**src/rtl/wiper_reg.sv**
```systemverilog
module wiper_reg #(
  parameter  int W    = 8,
  parameter  int NDR  = 4,
  localparam int NTAP = 1 << W,
  localparam int SELW = (NDR > 1) ? $clog2(NDR) : 1
) (
  input  logic              clk,
  input  logic              rst_n,
  input  logic              recall,
  input  logic [W-1:0]      dflt_val,
  input  logic              wr_en,
  input  logic [W-1:0]      wr_data,
  input  logic              xfer_en,
  input  logic [SELW-1:0]   xfer_sel,
  input  logic [NDR*W-1:0]  dr_bus,
  input  logic              step_en,
  input  logic              step_up,
  output logic [W-1:0]      pos,
  output logic [NTAP-1:0]   tap_sel
);

  logic         boot_q;
  logic [W-1:0] pos_q, pos_d, xfer_val;
  logic         at_top, at_bot;

  assign xfer_val = dr_bus[xfer_sel*W +: W];
  assign at_top   = &pos_q;
  assign at_bot   = ~|pos_q;

  always_comb begin
    pos_d = pos_q;
    if (boot_q || recall)   pos_d = dflt_val;
    else if (wr_en)         pos_d = wr_data;
    else if (xfer_en)       pos_d = xfer_val;
    else if (step_en) begin
      if (step_up && !at_top)       pos_d = pos_q + 1'b1;
      else if (!step_up && !at_bot) pos_d = pos_q - 1'b1;
    end
  end

  always_ff @(posedge clk or negedge rst_n) begin
    if (!rst_n) begin
      boot_q <= 1'b1;
      pos_q  <= '0;
    end else begin
      boot_q <= 1'b0;
      pos_q  <= pos_d;
    end
  end

  assign pos = pos_q;

  for (genvar i = 0; i < NTAP; i++) begin : g_tap
    assign tap_sel[i] = (pos_q == W'(i));
  end

endmodule

```
**config.mk**
```make
export PLATFORM = sky130hd
export DESIGN_NAME = wiper_reg
export DESIGN_NICKNAME = d
export VERILOG_FILES = /design/src/rtl/wiper_reg.sv
export SDC_FILE = /design/constraint.sdc
export NUM_CORES = 1
export LEC_CHECK = 0
export ABC_AREA = 1
export ABC_CLOCK_PERIOD_IN_PS = 2000
export BUFFER_PORTS_ARGS = -buffer_cell sky130_fd_sc_hd__buf_2
export CAP_MARGIN = 25
export CORE_AREA = 2 2 125 127
export CTS_CLUSTER_SIZE = 8
export DETAILED_ROUTE_END_ITERATION = 10
export DIE_AREA = 0 0 127 129
export PLACE_DENSITY_LB_ADDON = 0.3
export SETUP_SLACK_MARGIN = 0.4
export SLEW_MARGIN = 20
export SYNTH_ARGS = -nofsm -noshare
export SYNTH_HDL_FRONTEND = slang
export SYNTH_SLANG_ARGS = --single-unit
```
**constraint.sdc**
```tcl
create_clock -name clk -period 2 [get_ports clk]
set_input_delay 0.1 -clock clk [delete_from_list [all_inputs] [get_ports clk]]
set_output_delay 0.1 -clock clk [all_outputs]
set_load 0.02 [all_outputs]
```
==> impl_metrics.ini, run 1 <==
[worst_hold_path]
min_from = dflt_val[0]
min_delay_path_depth = 3
hold_path.class = in -> reg

[pwr]
clock_power_share = 0.153
power.switching_mw = 1.14
vdd_drop_max_uv = 399
intPower_mw = 1.20
leakage_nw = 3.85
pwr-share-comb = 0.742
swShare = 0.488
power_frac_seq = 0.105
powerDensity_nw_per_um2 = 266

[critical_path]
cp_slowest_cell = dfrtp_2
crit_path_max_fanout = 7
required_ns = 2.12
ff2ff_setup_slack_ns = 0.12
cp.arrival_ns = 2.00
worstSetupStartpointType = register
worstPathCellList = buf_6 -> nor2_4 -> buf_4 -> nand2_1 -> o21ai_1 -> nand2_1 -> nand2_1 -> nand2_1 -> nand2_1 -> nand2_1 -> nand2_1 -> a21oi_1
r2r_start = pos[3]$_DFFE_PN0P_
crit_buf_inv = 2
cp-end-kind = register
crit_family = simple AND/OR/NAND/NOR gates
crit_path_start = pos[3]$_DFFE_PN0P_
critPathKind = reg -> reg
cp.depth = 12
r2r_cells = 12
slowest_delay_ns = 0.47
critPathMostFrequentCell = nand2_1

[detailed_routing]
via_per_inst = 4.86
dr.pass1.iters = 4
wirelength_microns = 23600
drc_errors = 0
ant_nets = 0
drt_iter0_drc = 362
wire_per_inst_microns = 20.1
vias = 5711

[cells_and_area]
finalNetCount = 1049
finish.utilization = 0.587
multi_input_area_sq_um = 3700
area_growth_pct = 235
fin_area_sq_um = 8790
seqCellArea_sq_um = 236
nFillCells = 1253
antenna_cells = 0
drive_above_1_share = 0.709

[global_routing]
antenna_found_initial = 0
grt_use_total = 0.218
grt_max_degree = 17
grt_pass1_wl_microns = 27700
gr-total-overflow = 0
grt_pass1_vias = 4457

[sta]
fin_skew_ns = 0.000622
rsz0062_at_grt = true
fin_crit_ns = 1.88
holdWs_ns = 0.164
min_period_over_period = 0.940
finalMaxSlewViolations = 0
max_freq_mhz = 532
finalHoldViolCount = 0
tightest_slew_ns = 0.713
setup_viol = 0
finalWorstSetupSlack_ns = 0.119
finalSetupTns_ns = 0
relSlewSlack = 0.522

[die]
die_w_microns = 127
initial_utilization = 0.175
coreArea_sq_um = 15000
fp.dieArea_sq_um = 16400
ioPinCount = 321
die_h_microns = 129
rows = 45

[placed_design]
preCtsSetupSlack_ns = 0.112
gp_congestion = 0.838
placedInstanceArea_sq_um = 5090
io_buffers = 320
dp_hpwl_microns = 13700

[synth]
synth_cell_types = 33
yosysWarnings = 0
syn-num-nets = 637
syn_avg_cell_area_sq_um = 4.57
syn_area_sq_um = 2630
synthCells = 575
ys_seq_elements = 9
yosysSeqAreaShare = 0.0863

[cts]
worstSkewPairLatency_ns = 0.23
tritoncts = yes
cts_root_buf = clkbuf_16
htree_levels = 1
cts_buffers = 3
clk_pin_slew_ns = 0.04
cts.sink_count = 9
cts_buffer_depth = 2

[flow_run]
maxCapViolations = 0

[status]
status = complete, no violations
-- flip-flops by register name, summed over array words and instances, names as in the netlist --
name	flops
pos	8
boot_q	1
-- power groups by stage --
| stage | Sequential [mW] | Clock, mW | Combinational (mW) |
|---|---|---|---|
| global route | 0.247 | 0.366 | 1.82 |
| detailed placement | 0.254 | 0 | 0.861 |
| floorplan | 0.255 | 0 | 0.531 |
| CTS | 0.245 | 0.359 | 1.26 |
| global placement | 0.252 | 0 | 0.862 |
| finish | 0.245 | 0.357 | 1.73 |
-- cells by family after synthesis --
family	Yosys count	synth area share
buffers and inverters	70	0.104
AOI/OAI and AO/OA	32	0.0763
DFF	9	0.0863
adders and majority gates	5	0.0238
and+or+nand+nor	452	0.688
other	1	0.00143
xor gates and xnor gates	6	0.0200
-- cells in the final DEF (no fill, tap or decap), types with 3 or more instances in the layout --
cell         n
buf_6      155
nor2_4     139
buf_2      130
nor2_1     115
buf_4      103
nand2_1     94
nor2_2      42
buf_12      37
nand3_1     25
nand2_8     14
inv_1       12
clkbuf_16   11
nand2_4     10
o21ai_0      9
dfrtp_2      8
a21oi_1      7
buf_8        7
xor2_1       6
buf_16       6
nand3_4      5
inv_2        5
inv_4        5
a21boi_1     4
ha_4         4
nand4_1      3
a21boi_0     3
-- through the flow --
stage / cells / total power [mW]
after floorplan: 575 / 0.785
after global placement: 1082 / 1.11
after detailed placement: 1082 / 1.11
after CTS: 1138 / 1.86
after global routing: 1174 / 2.43
final: 1174 / 2.34
-- area by class of cell --
type	count	share of cell area
Timing Repair Buffer	448	0.500
Multi-Input combinational cell	498	0.421
Inverter	27	0.0165
Sequential cell	9	0.0269
Tap cell	188	0.0268
Clock buffer	4	0.00897
-- cell usage after synthesis, drive strengths merged --
master / number / area, sq um
or2: 1 / 6.26
a311oi: 1 / 8.76
dfrtp: 8 / 200
xor2: 6 / 52.6
o21ai: 12 / 75.1
nand2: 118 / 460
nand4: 3 / 18.8
nor3: 1 / 10.0
o22ai: 2 / 12.5
ha: 5 / 62.6
dfstp: 1 / 26.3
conb: 1 / 3.75
clkbuf: 37 / 140
clkinv: 1 / 5.00
nand3: 32 / 173
a21boi: 7 / 52.6
a31oi: 1 / 6.26
a21oi: 9 / 45.0
inv: 26 / 97.6
nor2: 297 / 1140
buf: 6 / 30.0
-- per-layer routing --
metal  up-vias  GRT usage  share of wire
met5         -          0              0
met4         0     0.0356          0.030
met3        62     0.0204          0.060
met2       354      0.405           0.52
met1      2691      0.278           0.39
li1       2604          -              -
-- worst register-to-register path, cell delays in order (launching register included) --
cell	delay, ns
dfrtp_2	0.47
buf_6	0.15
nor2_4	0.15
buf_4	0.16
nand2_1	0.08
o21ai_1	0.22
nand2_1	0.14
nand2_1	0.09
nand2_1	0.07
nand2_1	0.06
nand2_1	0.05
nand2_1	0.06
a21oi_1	0.06
-- path summary, 6_finish.rpt --
path                                       to
max in group asynchronous    boot_q$_DFF_PN1_
min                        pos[0]$_DFFE_PN0P_
max reg2reg                pos[6]$_DFFE_PN0P_
min in group asynchronous  pos[2]$_DFFE_PN0P_
max                        pos[6]$_DFFE_PN0P_
min reg2reg                pos[1]$_DFFE_PN0P_
-- what timing repair did --
| item | in CTS | in global routing |
|---|---|---|
| setup endpoints to repair | 263 | 263 |
| hold buffers | 1 | 0 |
| pin swaps | 29 | 74 |
| hold endpoints to repair | 9 | 0 |
| setup buffers | 38 | 28 |
| gates cloned | 13 | 8 |
| gates resized for setup | 244 | 493 |
(Power assumes the default switching activity.)
==> run 2, diff against run 1 <==
--- a/config.mk
+++ b/config.mk
@@ -5,14 +5,13 @@
 export SDC_FILE = /design/constraint.sdc
 export NUM_CORES = 1
 export LEC_CHECK = 0
-export ABC_AREA = 1
 export ABC_CLOCK_PERIOD_IN_PS = 2000
 export BUFFER_PORTS_ARGS = -buffer_cell sky130_fd_sc_hd__buf_2
-export CAP_MARGIN = 25
-export CORE_AREA = 2 2 125 127
+export CORE_AREA = 2 2 124 126
 export CTS_CLUSTER_SIZE = 8
 export DETAILED_ROUTE_END_ITERATION = 10
-export DIE_AREA = 0 0 127 129
+export DIE_AREA = 0 0 126 128
+export GPL_TIMING_DRIVEN = 0
 export PLACE_DENSITY_LB_ADDON = 0.3
 export SETUP_SLACK_MARGIN = 0.4
 export SLEW_MARGIN = 20
==> impl_metrics.ini, run 2 <==
[cells_and_area]
nFillCells = 994
finalNonFillerCells = 1132
drive_above_1_share = 0.871
largest_reg_flops = 8
finalNetCount = 1007
layout_commonest_cell = nor2_4
final_cell_mix = 208 x nor2_4, 197 x buf_6, 131 x buf_2, 89 x buf_4, 45 x clkbuf_16
antenna_cells = 0
area_growth_pct = 315
fin_area_sq_um = 10300

[synth]
synth_edf_count = 0
synth_top_family_by_area = simple AND/OR/NAND/NOR gates
syn_area_sq_um = 2490
ys_seq_elements = 9
synthTopCellsByCount = 268 x nor2_1, 41 x clkbuf_1, 28 x nand2_1
yosys-mux-area-fraction = 0.0894
synth_area_leader_cell = nor2_1
synthSimpleGateAreaFrac = 0.550
synthCells = 472
synthFlopType = dfrtp_1
yosysTopAreaCellShare = 0.404
synthAdderAreaFrac = 0.0251
synth_cell_types = 57
synthTopCellsByArea = nor2_1 40%, dfrtp_1 8.0%, mux4_2 7.2%
synthXorXnorAreaFrac = 0.00351
post-synth-top-count-cell = nor2_1
yosysSeqAreaShare = 0.0909
ys_async_sr_fraction = 1.00
yosysWarnings = 0
synth_compound_area_frac = 0.142
syn-num-nets = 534
syn_avg_cell_area_sq_um = 5.28

[detailed_routing]
wirelength_microns = 24400
dr.pass1.iters = 5
vias = 5615
wire_per_inst_microns = 21.6
drc_errors = 0
ant_nets = 0
via_per_inst = 4.96
drt_iter0_drc = 192

[flow_run]
maxCapViolations = 0

[die]
initial_utilization = 0.168
die_w_microns = 126
fp.dieArea_sq_um = 16100
ioPinCount = 321
coreArea_sq_um = 14900
die_h_microns = 128
rows = 45

[placed_design]
dp_hpwl_microns = 14200
io_buffers = 316
gp_congestion = 0.868
preCtsSetupSlack_ns = -0.347
placedInstanceArea_sq_um = 6180
dp.cells = 976

[critical_path]
crit-reg2reg-capture = pos[4]$_DFFE_PN0P_
crit_path_max_fanout = 10
cp-end-kind = output pin
required_ns = 1.90
r2r_start = pos[0]$_DFFE_PN0P_
ff2ff_setup_slack_ns = -0.09
critPathKind = reg -> out
worstSetupStartpointType = register
cp.arrival_ns = 2.03
r2r_cells = 8

[sta]
setup_viol = 44
fin_crit_ns = 2.13
finalMaxSlewViolations = 0
finalWorstSetupSlack_ns = -0.126
finalSetupTns_ns = -2.32
max_freq_mhz = 470
rsz0062_at_grt = true
fin_skew_ns = 0.000611
relSlewSlack = 0.636
finalHoldViolCount = 0
min_period_over_period = 1.06
tightest_slew_ns = 0.543

[global_routing]
grt_use_total = 0.243
grt_pass1_vias = 5024
use_met3 = 0.0188
grt_pass1_wl_microns = 30500
use_met1 = 0.282
grt_max_degree = 11
gr-total-overflow = 0
grt-busiest-layer = met2
grtUsageMet2 = 0.474
antenna_found_initial = 0

[worst_hold_path]
hold_path_end = pos[5]$_DFFE_PN0P_
hold_path.class = in -> reg
min_delay_path_depth = 3
min_from = dflt_val[5]

[cts]
cts_root_buf = clkbuf_16
worstSkewPairLatency_ns = 0.24
htree_levels = 1
cts_buffer_depth = 2
tritoncts = yes
cts_buffers = 3
cts.sink_count = 9
clk_pin_slew_ns = 0.04

[pwr]
vdd_drop_max_uv = 372
leakage_nw = 4.09
finalPower_mw = 2.66
powerDensity_nw_per_um2 = 257

[status]
status = finished, violations left
violations = setup timing
## run 2: cell types whose count changed after synthesis, sizes merged, moves of 5 or more
cell,previous run,this run
a21boi,7,0
buf,6,11
inv,26,8
mux4,0,8
nand2,118,28
nand3,32,15
nor2,297,269
nor2b,0,5
o21ai,12,6
xor2,6,0
## run 2: where the power goes
group / switching, mW / total [mW] / leakage [nW] / internal, mW
logic: 1.09 / 2.07 / 3.95 / 0.984
registers: 0.0199 / 0.224 / 0.0967 / 0.204
clock network: 0.0918 / 0.359 / 0.0382 / 0.267
total: 1.20 / 2.66 / 4.09 / 1.45
## run 2: timing repair
item,CTS,global route
setup buffers,76,46
hold buffers,1,0
pin swaps,34,48
gates resized for setup,288,328
cloned,19,10
endpoints found under the setup margin,264,264
endpoints found under the hold margin,9,0
## run 2: how the worst max path moves through the flow
stage / startpoint / endpoint / slack (ns)
after floorplan: pos[0]$_DFFE_PN0P_ / pos[1]$_DFFE_PN0P_ / -0.04
after global placement: pos[3]$_DFFE_PN0P_ / tap_sel[243] / -0.35
after detailed placement: pos[3]$_DFFE_PN0P_ / tap_sel[243] / -0.35
after CTS: pos[1]$_DFFE_PN0P_ / pos[4]$_DFFE_PN0P_ / -0.08
after global routing: pos[0]$_DFFE_PN0P_ / tap_sel[161] / -0.17
final: pos[0]$_DFFE_PN0P_ / tap_sel[161] / -0.13
## run 2: final cells by class
class | count | area [sq um] | share of cell area
buffer | 52 | 977 | 0.0944
tap | 188 | 235 | 0.0227
multi-input combinational | 403 | 4180 | 0.404
clock buffer | 4 | 78.8 | 0.00762
sequential | 9 | 235 | 0.0227
inverter | 8 | 40.0 | 0.00387
timing repair buffer | 468 | 4600 | 0.444
## run 2: cell families (layout without fill, tap and decap cells)
| group | count (synthesis) | after routing |
|---|---|---|
| and+or+nand+nor | 339 | 339 |
| DFF | 9 | 9 |
| muxes | 12 | 12 |
| xor gates and xnor gates | 1 | 1 |
| buffers and inverters | 60 | 532 |
| other | 1 | 1 |
| adders and majority gates | 5 | 5 |
| AOI/OAI and AO/OA | 45 | 45 |
## run 2: metrics by stage
| stage | util | hold slack [ns] |
|---|---|---|
| 2_1_floorplan | - | -0.196 |
| 3_3_place_gp | 0.416 | -0.0262 |
| 3_5_place_dp | 0.416 | -0.0182 |
| 4_1_cts | 0.580 | 0.119 |
| 5_1_grt | 0.696 | 0.141 |
| 6_report | 0.696 | 0.115 |
## run 2: critical path: stages (launching register included)
cell      delay (ns)
dfrtp_2         0.42
buf_4           0.13
ha_2            0.36
nand2_4         0.20
clkbuf_4        0.29
nor2_2          0.18
buf_2           0.19
## run 2: layer usage
| layer | vias up | routed length, microns | part of all wire |
|---|---|---|---|
| met5 | - | 0 | 0 |
| met4 | 0 | 742 | 0.030 |
| met3 | 55 | 1250 | 0.051 |
| met2 | 316 | 13800 | 0.56 |
| met1 | 2730 | 8650 | 0.35 |
| li1 | 2514 | - | - |
